$ cat src/rtl/memdec_pkg.sv
package memdec_pkg;
   typedef enum logic [1:0] {
      SZ_BYTE = 2'd0,
      SZ_HALF = 2'd1,
      SZ_WORD = 2'd2,
      SZ_WALT = 2'd3
   } acc_size_e;

   localparam int NUM_SLOTS  = 9;
   localparam int SLOT_BOOT  = 0;
   localparam int SLOT_EWRAM = 1;
   localparam int SLOT_IWRAM = 2;
   localparam int SLOT_IO    = 3;
   localparam int SLOT_PAL   = 4;
   localparam int SLOT_VRAM  = 5;
   localparam int SLOT_OAM   = 6;
   localparam int SLOT_CART  = 7;
   localparam int SLOT_SAVE  = 8;

   localparam int NUM_CODES  = 16;
endpackage

$ cat src/rtl/memdec_region_sel.sv
module memdec_region_sel
   import memdec_pkg::*;
#(
   parameter int ADDR_W     = 32,
   parameter int BOOT_BYTES = 16384,
   parameter int IO_SPAN    = 1024
) (
   input  logic [ADDR_W-1:0]    addr,
   input  logic [1:0]           size,
   input  logic                 write,
   output logic [NUM_SLOTS-1:0] sel,
   output logic                 out_of_range
);
   localparam logic [23:0] BOOT_LIM = 24'(BOOT_BYTES);
   localparam logic [23:0] IO_LIM   = 24'(IO_SPAN);

   logic [3:0]           code;
   logic [NUM_SLOTS-1:0] raw_sel;
   logic                 byte_acc;

   assign code         = addr[27:24];
   assign out_of_range = |addr[ADDR_W-1:28];
   assign byte_acc     = (size == SZ_BYTE);

   always_comb begin
      raw_sel = '0;
      unique case (code)
         4'h0: raw_sel[SLOT_BOOT]  = (addr[23:0] < BOOT_LIM);
         4'h2: raw_sel[SLOT_EWRAM] = 1'b1;
         4'h3: raw_sel[SLOT_IWRAM] = 1'b1;
         4'h4: raw_sel[SLOT_IO]    = (addr[23:0] < IO_LIM);
         4'h5: raw_sel[SLOT_PAL]   = 1'b1;
         4'h6: raw_sel[SLOT_VRAM]  = 1'b1;
         4'h7: raw_sel[SLOT_OAM]   = !(write && byte_acc);
         4'h8, 4'h9, 4'hA, 4'hB, 4'hC, 4'hD:
               raw_sel[SLOT_CART]  = 1'b1;
         4'hE, 4'hF:
               raw_sel[SLOT_SAVE]  = 1'b1;
         default: raw_sel = '0;
      endcase
   end

   assign sel = out_of_range ? '0 : raw_sel;
endmodule

$ cat src/rtl/memdec_offset_map.sv
module memdec_offset_map
   import memdec_pkg::*;
#(
   parameter int                ADDR_W     = 32,
   parameter int                BOOT_BYTES = 16384,
   parameter int                IO_SPAN    = 1024,
   parameter logic [ADDR_W-1:0] EWRAM_MASK = 'h3FFFF,
   parameter logic [ADDR_W-1:0] IWRAM_MASK = 'h7FFF,
   parameter logic [ADDR_W-1:0] PAL_MASK   = 'h3FF,
   parameter logic [ADDR_W-1:0] VRAM_MASK  = 'h1FFFF,
   parameter logic [ADDR_W-1:0] OAM_MASK   = 'h3FF,
   parameter logic [ADDR_W-1:0] CART_MASK  = 'h1FFFFFF,
   parameter logic [ADDR_W-1:0] SAVE_MASK  = 'hFFFF
) (
   input  logic [ADDR_W-1:0]    addr,
   input  logic [1:0]           size,
   input  logic [NUM_SLOTS-1:0] sel,
   output logic [ADDR_W-1:0]    offset
);
   localparam logic [ADDR_W-1:0] MASK_TAB [NUM_SLOTS] = '{
      ADDR_W'(BOOT_BYTES - 1), EWRAM_MASK, IWRAM_MASK, ADDR_W'(IO_SPAN - 1),
      PAL_MASK, VRAM_MASK, OAM_MASK, CART_MASK, SAVE_MASK
   };

   logic [ADDR_W-1:0] aligned;
   logic [ADDR_W-1:0] masked [NUM_SLOTS];

   always_comb begin
      aligned = addr;
      unique case (size)
         SZ_BYTE: aligned = addr;
         SZ_HALF: aligned[0] = 1'b0;
         default: aligned[1:0] = 2'b00;
      endcase
   end

   for (genvar s = 0; s < NUM_SLOTS; s++) begin : g_slot
      assign masked[s] = sel[s] ? (aligned & MASK_TAB[s]) : '0;
   end

   always_comb begin
      offset = '0;
      for (int s = 0; s < NUM_SLOTS; s++) offset = offset | masked[s];
   end
endmodule

$ cat src/rtl/memdec_cost_lut.sv
module memdec_cost_lut
   import memdec_pkg::*;
#(
   parameter int COST_W      = 4,
   parameter int COST_BASE   = 1,
   parameter int COST_EW_N   = 3,
   parameter int COST_EXT_N  = 5,
   parameter int COST_EW_W   = 6,
   parameter int COST_DISP_W = 2,
   parameter int COST_EXT_W  = 8
) (
   input  logic [3:0]        code,
   input  logic              wide,
   output logic [COST_W-1:0] cost
);
   logic [COST_W-1:0] narrow_tab [NUM_CODES];
   logic [COST_W-1:0] wide_tab   [NUM_CODES];

   for (genvar n = 0; n < NUM_CODES; n++) begin : g_code
      localparam int NARROW_C = (n == 2) ? COST_EW_N :
                                (n >= 8) ? COST_EXT_N : COST_BASE;
      localparam int WIDE_C   = (n == 2) ? COST_EW_W :
                                (n == 5 || n == 6) ? COST_DISP_W :
                                (n >= 8) ? COST_EXT_W : COST_BASE;
      assign narrow_tab[n] = COST_W'(NARROW_C);
      assign wide_tab[n]   = COST_W'(WIDE_C);
   end

   assign cost = wide ? wide_tab[code] : narrow_tab[code];
endmodule

$ cat src/rtl/mem_region_decoder.sv
module mem_region_decoder
   import memdec_pkg::*;
#(
   parameter int                ADDR_W      = 32,
   parameter int                COST_W      = 4,
   parameter int                BOOT_BYTES  = 16384,
   parameter int                IO_SPAN     = 1024,
   parameter logic [ADDR_W-1:0] EWRAM_MASK  = 'h3FFFF,
   parameter logic [ADDR_W-1:0] IWRAM_MASK  = 'h7FFF,
   parameter logic [ADDR_W-1:0] PAL_MASK    = 'h3FF,
   parameter logic [ADDR_W-1:0] VRAM_MASK   = 'h1FFFF,
   parameter logic [ADDR_W-1:0] OAM_MASK    = 'h3FF,
   parameter logic [ADDR_W-1:0] CART_MASK   = 'h1FFFFFF,
   parameter logic [ADDR_W-1:0] SAVE_MASK   = 'hFFFF,
   parameter int                COST_BASE   = 1,
   parameter int                COST_EW_N   = 3,
   parameter int                COST_EXT_N  = 5,
   parameter int                COST_EW_W   = 6,
   parameter int                COST_DISP_W = 2,
   parameter int                COST_EXT_W  = 8
) (
   input  logic                 clk,
   input  logic                 rst_n,
   input  logic                 acc_valid,
   input  logic [ADDR_W-1:0]    acc_addr,
   input  logic [1:0]           acc_size,
   input  logic                 acc_write,
   output logic                 rsp_done,
   output logic [NUM_SLOTS-1:0] rsp_sel,
   output logic [ADDR_W-1:0]    rsp_offset,
   output logic [COST_W-1:0]    rsp_cycles,
   output logic                 rsp_wr_drop,
   output logic                 rsp_out_of_range,
   output logic                 rsp_open_bus
);
   localparam int MAX_COST = (COST_EXT_W > COST_EW_W) ? COST_EXT_W : COST_EW_W;

   if (ADDR_W < 29) begin : g_bad_addr
      $error("ADDR_W must be at least 29");
   end
   if ((1 << COST_W) <= MAX_COST) begin : g_bad_cost
      $error("COST_W too narrow for the largest cost");
   end
   if ((BOOT_BYTES & (BOOT_BYTES - 1)) != 0 || BOOT_BYTES > (1 << 24)) begin : g_bad_boot
      $error("BOOT_BYTES must be a power of two within one region");
   end
   if ((IO_SPAN & (IO_SPAN - 1)) != 0 || IO_SPAN > (1 << 24)) begin : g_bad_io
      $error("IO_SPAN must be a power of two within one region");
   end

   logic [NUM_SLOTS-1:0] nx_sel;
   logic [ADDR_W-1:0]    nx_offset;
   logic [COST_W-1:0]    nx_cost;
   logic                 nx_oor;
   logic                 wide;

   assign wide = acc_size[1];

   memdec_region_sel #(
      .ADDR_W(ADDR_W), .BOOT_BYTES(BOOT_BYTES), .IO_SPAN(IO_SPAN)
   ) u_sel (
      .addr(acc_addr), .size(acc_size), .write(acc_write),
      .sel(nx_sel), .out_of_range(nx_oor)
   );

   memdec_offset_map #(
      .ADDR_W(ADDR_W), .BOOT_BYTES(BOOT_BYTES), .IO_SPAN(IO_SPAN),
      .EWRAM_MASK(EWRAM_MASK), .IWRAM_MASK(IWRAM_MASK), .PAL_MASK(PAL_MASK),
      .VRAM_MASK(VRAM_MASK), .OAM_MASK(OAM_MASK), .CART_MASK(CART_MASK),
      .SAVE_MASK(SAVE_MASK)
   ) u_off (
      .addr(acc_addr), .size(acc_size), .sel(nx_sel), .offset(nx_offset)
   );

   memdec_cost_lut #(
      .COST_W(COST_W), .COST_BASE(COST_BASE), .COST_EW_N(COST_EW_N),
      .COST_EXT_N(COST_EXT_N), .COST_EW_W(COST_EW_W),
      .COST_DISP_W(COST_DISP_W), .COST_EXT_W(COST_EXT_W)
   ) u_cost (
      .code(acc_addr[27:24]), .wide(wide), .cost(nx_cost)
   );

   always_ff @(posedge clk) begin
      if (!rst_n) begin
         rsp_done         <= 1'b0;
         rsp_sel          <= '0;
         rsp_offset       <= '0;
         rsp_cycles       <= '0;
         rsp_wr_drop      <= 1'b0;
         rsp_out_of_range <= 1'b0;
         rsp_open_bus     <= 1'b0;
      end else begin
         rsp_done <= acc_valid;
         if (acc_valid) begin
            rsp_sel          <= nx_sel;
            rsp_offset       <= nx_offset;
            rsp_cycles       <= nx_cost;
            rsp_wr_drop      <= acc_write && (nx_sel == '0);
            rsp_out_of_range <= nx_oor;
            rsp_open_bus     <= !acc_write && (nx_sel == '0);
         end
      end
   end
endmodule

$ cat config.mk
export PLATFORM = sky130hd
export DESIGN_NAME = mem_region_decoder
export DESIGN_NICKNAME = d
export VERILOG_FILES = /design/src/rtl/memdec_pkg.sv /design/src/rtl/memdec_region_sel.sv /design/src/rtl/memdec_offset_map.sv /design/src/rtl/memdec_cost_lut.sv /design/src/rtl/mem_region_decoder.sv
export SDC_FILE = /design/constraint.sdc
export NUM_CORES = 1
export LEC_CHECK = 0
export ABC_AREA = 0
export BUFFER_PORTS_ARGS = -buffer_cell sky130_fd_sc_hd__buf_2
export CAP_MARGIN = 20
export CORE_ASPECT_RATIO = 0.5
export CORE_MARGIN = 3
export CORE_UTILIZATION = 50
export DETAILED_ROUTE_END_ITERATION = 10
export GPL_TIMING_DRIVEN = 0
export PLACE_DENSITY = 0.8
export SLEW_MARGIN = 20
export SYNTH_ARGS = -nofsm -noshare
export SYNTH_HDL_FRONTEND = slang
export SYNTH_HIERARCHICAL = 1
export SYNTH_SLANG_ARGS = --single-unit
$ cat constraint.sdc
create_clock -name clk -period 2.6 [get_ports clk]
set_input_delay 0.26 -clock clk [delete_from_list [all_inputs] [get_ports clk]]
set_output_delay 0.26 -clock clk [all_outputs]
set_load 0.03 [all_outputs]
==> impl.org <==
** Global route
- The via count of the first global-routing pass came to 1831.
- Total routing usage reported by global routing :: 0.1863
- The number of antenna violations at the first check in global routing is 0.
- Global-route wire length before repair :: a little under 9000 um
- Entering global routing, the biggest net connects 16 pins.
- Total congestion overflow after global routing :: 0

** Pwr
- For this design the static power due to leakage is approximately 0.0015 uW.
- Pwr Density :: ~520 mW/mm^2
- Peak supply drop :: 0.0002396 V
- Total power for the finished layout comes to between 1500 and 2000 uW.

** Finish
- The final layout contains 373 nets.
- Fill cells in the final layout number 364.
- The library cell used most frequently in the layout, excluding fill and tap cells, is buf_2.
- Of the cells placed in the final design, the portion with a size suffix greater than 1 is 0.3533.
- Growth of design area from synthesis to finish :: 27.65%
- Most used cells in the layout excluding fill and tap cells :: 86 x buf_2, 49 x nor2b_1, 49 x dfxtp_1, 47 x mux2i_1, 22 x and2_1
- The repair_antennas step left the layout with diodes totalling 0.

** Floorplan
- The floorplan step defined a die boundary enclosing between 0.005 and 0.006 sq mm.
- Height of the die :: between 50 and 60 um
- In this run the horizontal extent of the chip is 104.4 um.
- Initial standard-cell utilization of the core :: 0.5344
- IO Count :: 87
- The total area inside the core boundary comes to 0.004531 sq mm.
- The initialized floorplan defines 17 standard-cell rows.

** Placed design
- The count of buffers added on input and output ports is 86.
- Routability congestion estimate :: 0.7453
- Detailed placement ended at an HPWL of 4150 um.

** Clocking
- For the worst-skew pair, the clock arrives at the later sink with an insertion delay of 0.29 ns.
- TritonCTS clock tree :: done
- Post-CTS setup repair buffer count :: 0
- After clock tree synthesis, the flow added hold-fix buffers numbering 0.
- Total number of clock tree sinks :: 49
- The clock tree synthesis step divided the H-tree into 2 levels.
- The number of gates resized after CTS was 0.
- Bufs on Longest Clock Path :: 2
- After clock tree synthesis, the clock-pin slew on the worst setup and hold paths is around 0.080 ns.
- The cell sitting at the root of the clock tree is a clkbuf_8.
- Number of buffers created by CTS :: 5

** Timing
- Derived from the worst setup path, the maximum achievable clock frequency is about 430 MHz.
- Finish-stage setup viols :: 0
- Worst Clk Skew :: 0 ns
- On the final layout, the worst hold slack is approximately 0.22 ns.
- Number of max-slew violations in the final report :: 0
- Setup repair after global routing left no endpoint under its margin.
- Post-layout min period :: approximately 2.4 ns
- For the pin with the worst max-slew slack, the measured transition is approximately 1 ns.
- Setup total negative slack on the finished layout was measured at 0 ns.
- Period Utilization, post-route :: 0.9047
- Slew margin rel. :: 0.3204
- The hold violation total from the final report is 0.

** Synth
- Average footprint of a synthesized cell :: approximately 10 sq um
- Summing every instance area after synthesis gives 0.002421 sq mm.
- Counting distinct cell types in the post-synthesis netlist gives 37.
- Post-synthesis register bit count :: 49
- The share of the Yosys chip area taken by registers is 0.4052.
- Yosys printed 6 warnings.
- Post-synthesis cell count :: ~230

** Critical path
- Cell with the most instances on the worst path :: or4_4
- Nature of the critical path startpoint :: input port
- Data on the critical path is required at its endpoint by approximately 2.8 ns.
- Critical path endpoint category :: flop
- For this design, the slowest cell found on the critical path is nor4_1.
- Worst Path Max Fanout :: 10
- The critical path goes through buf_2 -> nor4_4 -> nand2_2 -> nor4_1 -> or4_4 -> or4_4 -> buf_6 -> and3_1 -> mux2i_1 -> nor2b_1.
- Critical Setup Path Class :: in -> reg
- For the worst setup path, the data arrival time is ~2.6 ns.
- The largest single stage delay on the critical path is 0.78 ns.

** Detailed routing
- Number of nets with antenna violations after detailed routing :: 0
- Via-to-Cell Ratio :: around 4.8
- Residual DRC :: 0
- Total vias in the final route :: just under 2k
- After detailed routing, the average wire length per cell comes to 13.40 um.
- Number of DRC violations after detailed-routing iteration 0 :: 90
- Signal routing reaches up to met4.
- Total routed wire length on the met1 layer :: approximately 2500 um
- In the detailed route, the total length drawn on met3 is between 200 and 300 um.
- Number of search-and-repair iterations in the first detailed-routing pass :: 4
- Wire length reported by the detailed router :: 5360 um
- Met2 WL :: roughly 2500 um

** Hold path
- In this run the worst hold path is classified as in -> reg.

** Flow run
- Max-Cap Viols :: 0

** Run status
- Run status :: complete, no violations
-- path summary, 6_finish.rpt --
check / depth (start not counted) / endpoint / from / slack, ns
setup / recovery: 10 / rsp_offset[0]$_SDFFE_PN0P_ / acc_addr[29] / 0.25
hold / removal: 2 / rsp_wr_drop$_SDFFE_PN0P_ / acc_write / 0.22
setup reg to reg: 2 / rsp_sel[5]$_SDFFE_PN0P_ / rsp_sel[5]$_SDFFE_PN0P_ / 1.93
hold reg to reg: 1 / rsp_wr_drop$_SDFFE_PN0P_ / rsp_wr_drop$_SDFFE_PN0P_ / 0.49
-- sequential cells by signal, indices dropped and copies added (netlist names) --
signal	cells
rsp_offset	32
rsp_sel	9
rsp_cycles	4
rsp_done	1
rsp_open_bus	1
rsp_out_of_range	1
rsp_wr_drop	1
-- worst max-delay path: cells and delay by family --
| kind | cells | cell delay [ns] |
|---|---|---|
| and+or+nand+nor | 7 | 2.01 |
| muxes | 1 | 0.08 |
| buffers and inverters | 2 | 0.23 |
-- logic make-up after synthesis --
logic type	Yosys count	synth area share
adder cells (fa/ha/maj)	2	0.01033
AND/OR/NAND/NOR	106	0.2894
multiplexers	47	0.1943
AO/OA/AOI/OAI	8	0.02739
other	1	0.001549
flip-flops	49	0.4052
buffers and inverters	21	0.07183
-- through the flow --
stage	worst slack (ns)	instance area, sq um	instances	util
floorplan	0.4496	2444	240	-
global placement	0.08660	2957	392	0.6526
detailed placement	0.003954	2957	392	0.6526
CTS	0.3138	3090	400	0.6821
global route	0.1497	3090	400	0.6821
finish	0.2479	3090	400	0.6821
-- cell usage after synthesis --
cell | instances | share of area
dfxtp_1 | 49 | 0.41
nor2b_1 | 49 | 0.13
mux2i_1 | 47 | 0.19
and2_1 | 22 | 0.057
buf_4 | 8 | 0.025
nor2_1 | 5 | 0.0078
clkbuf_1 | 4 | 0.0062
nor4_1 | 4 | 0.010
buf_12 | 3 | 0.025
inv_1 | 3 | 0.0047
nand3b_1 | 3 | 0.0093
nor3_1 | 3 | 0.0062
a22o_1 | 2 | 0.0072
buf_6 | 2 | 0.0093
ha_1 | 2 | 0.010
nand2_1 | 2 | 0.0031
nand2b_1 | 2 | 0.0052
nor4_2 | 2 | 0.010
o21a_1 | 2 | 0.0062
or3_1 | 2 | 0.0052
or4_4 | 2 | 0.0093
a211oi_1 | 1 | 0.0031
a21oi_1 | 1 | 0.0021
and3_1 | 1 | 0.0026
and3_2 | 1 | 0.0031
and3b_1 | 1 | 0.0036
and4_1 | 1 | 0.0036
clkbuf_2 | 1 | 0.0021
conb_1 | 1 | 0.0015
nand2_2 | 1 | 0.0026
nand2b_2 | 1 | 0.0036
nand3_1 | 1 | 0.0021
nor4_4 | 1 | 0.0088
nor4b_2 | 1 | 0.0062
o31a_1 | 1 | 0.0036
o31ai_2 | 1 | 0.0052
or4_1 | 1 | 0.0031
-- layout make-up --
type                       count  area (sq um)  share of cell area
buffer                        18         162.7             0.05263
clock buffer                   5         68.82             0.02227
clock inverter                 3         65.06             0.02105
inverter                       3         11.26            0.003644
multi-input combinational    170          1289              0.4170
sequential                    49         980.9              0.3174
tap                           66         82.58             0.02672
timing repair buffer          86         430.4              0.1393
-- where the power goes --
group	switching [uW]	internal [uW]	total, uW
Sequential	7.19	766	773
Clock	246	382	628
Combinational	113	99.8	213
Total	367	1250	1610
-- metal layers --
layer,global-route usage,up-vias
li1,-,979
met3,0.04667,6
met5,0,-
met2,0.3147,54
met4,0.04167,0
met1,0.2422,884
(Power assumes the default switching activity.)
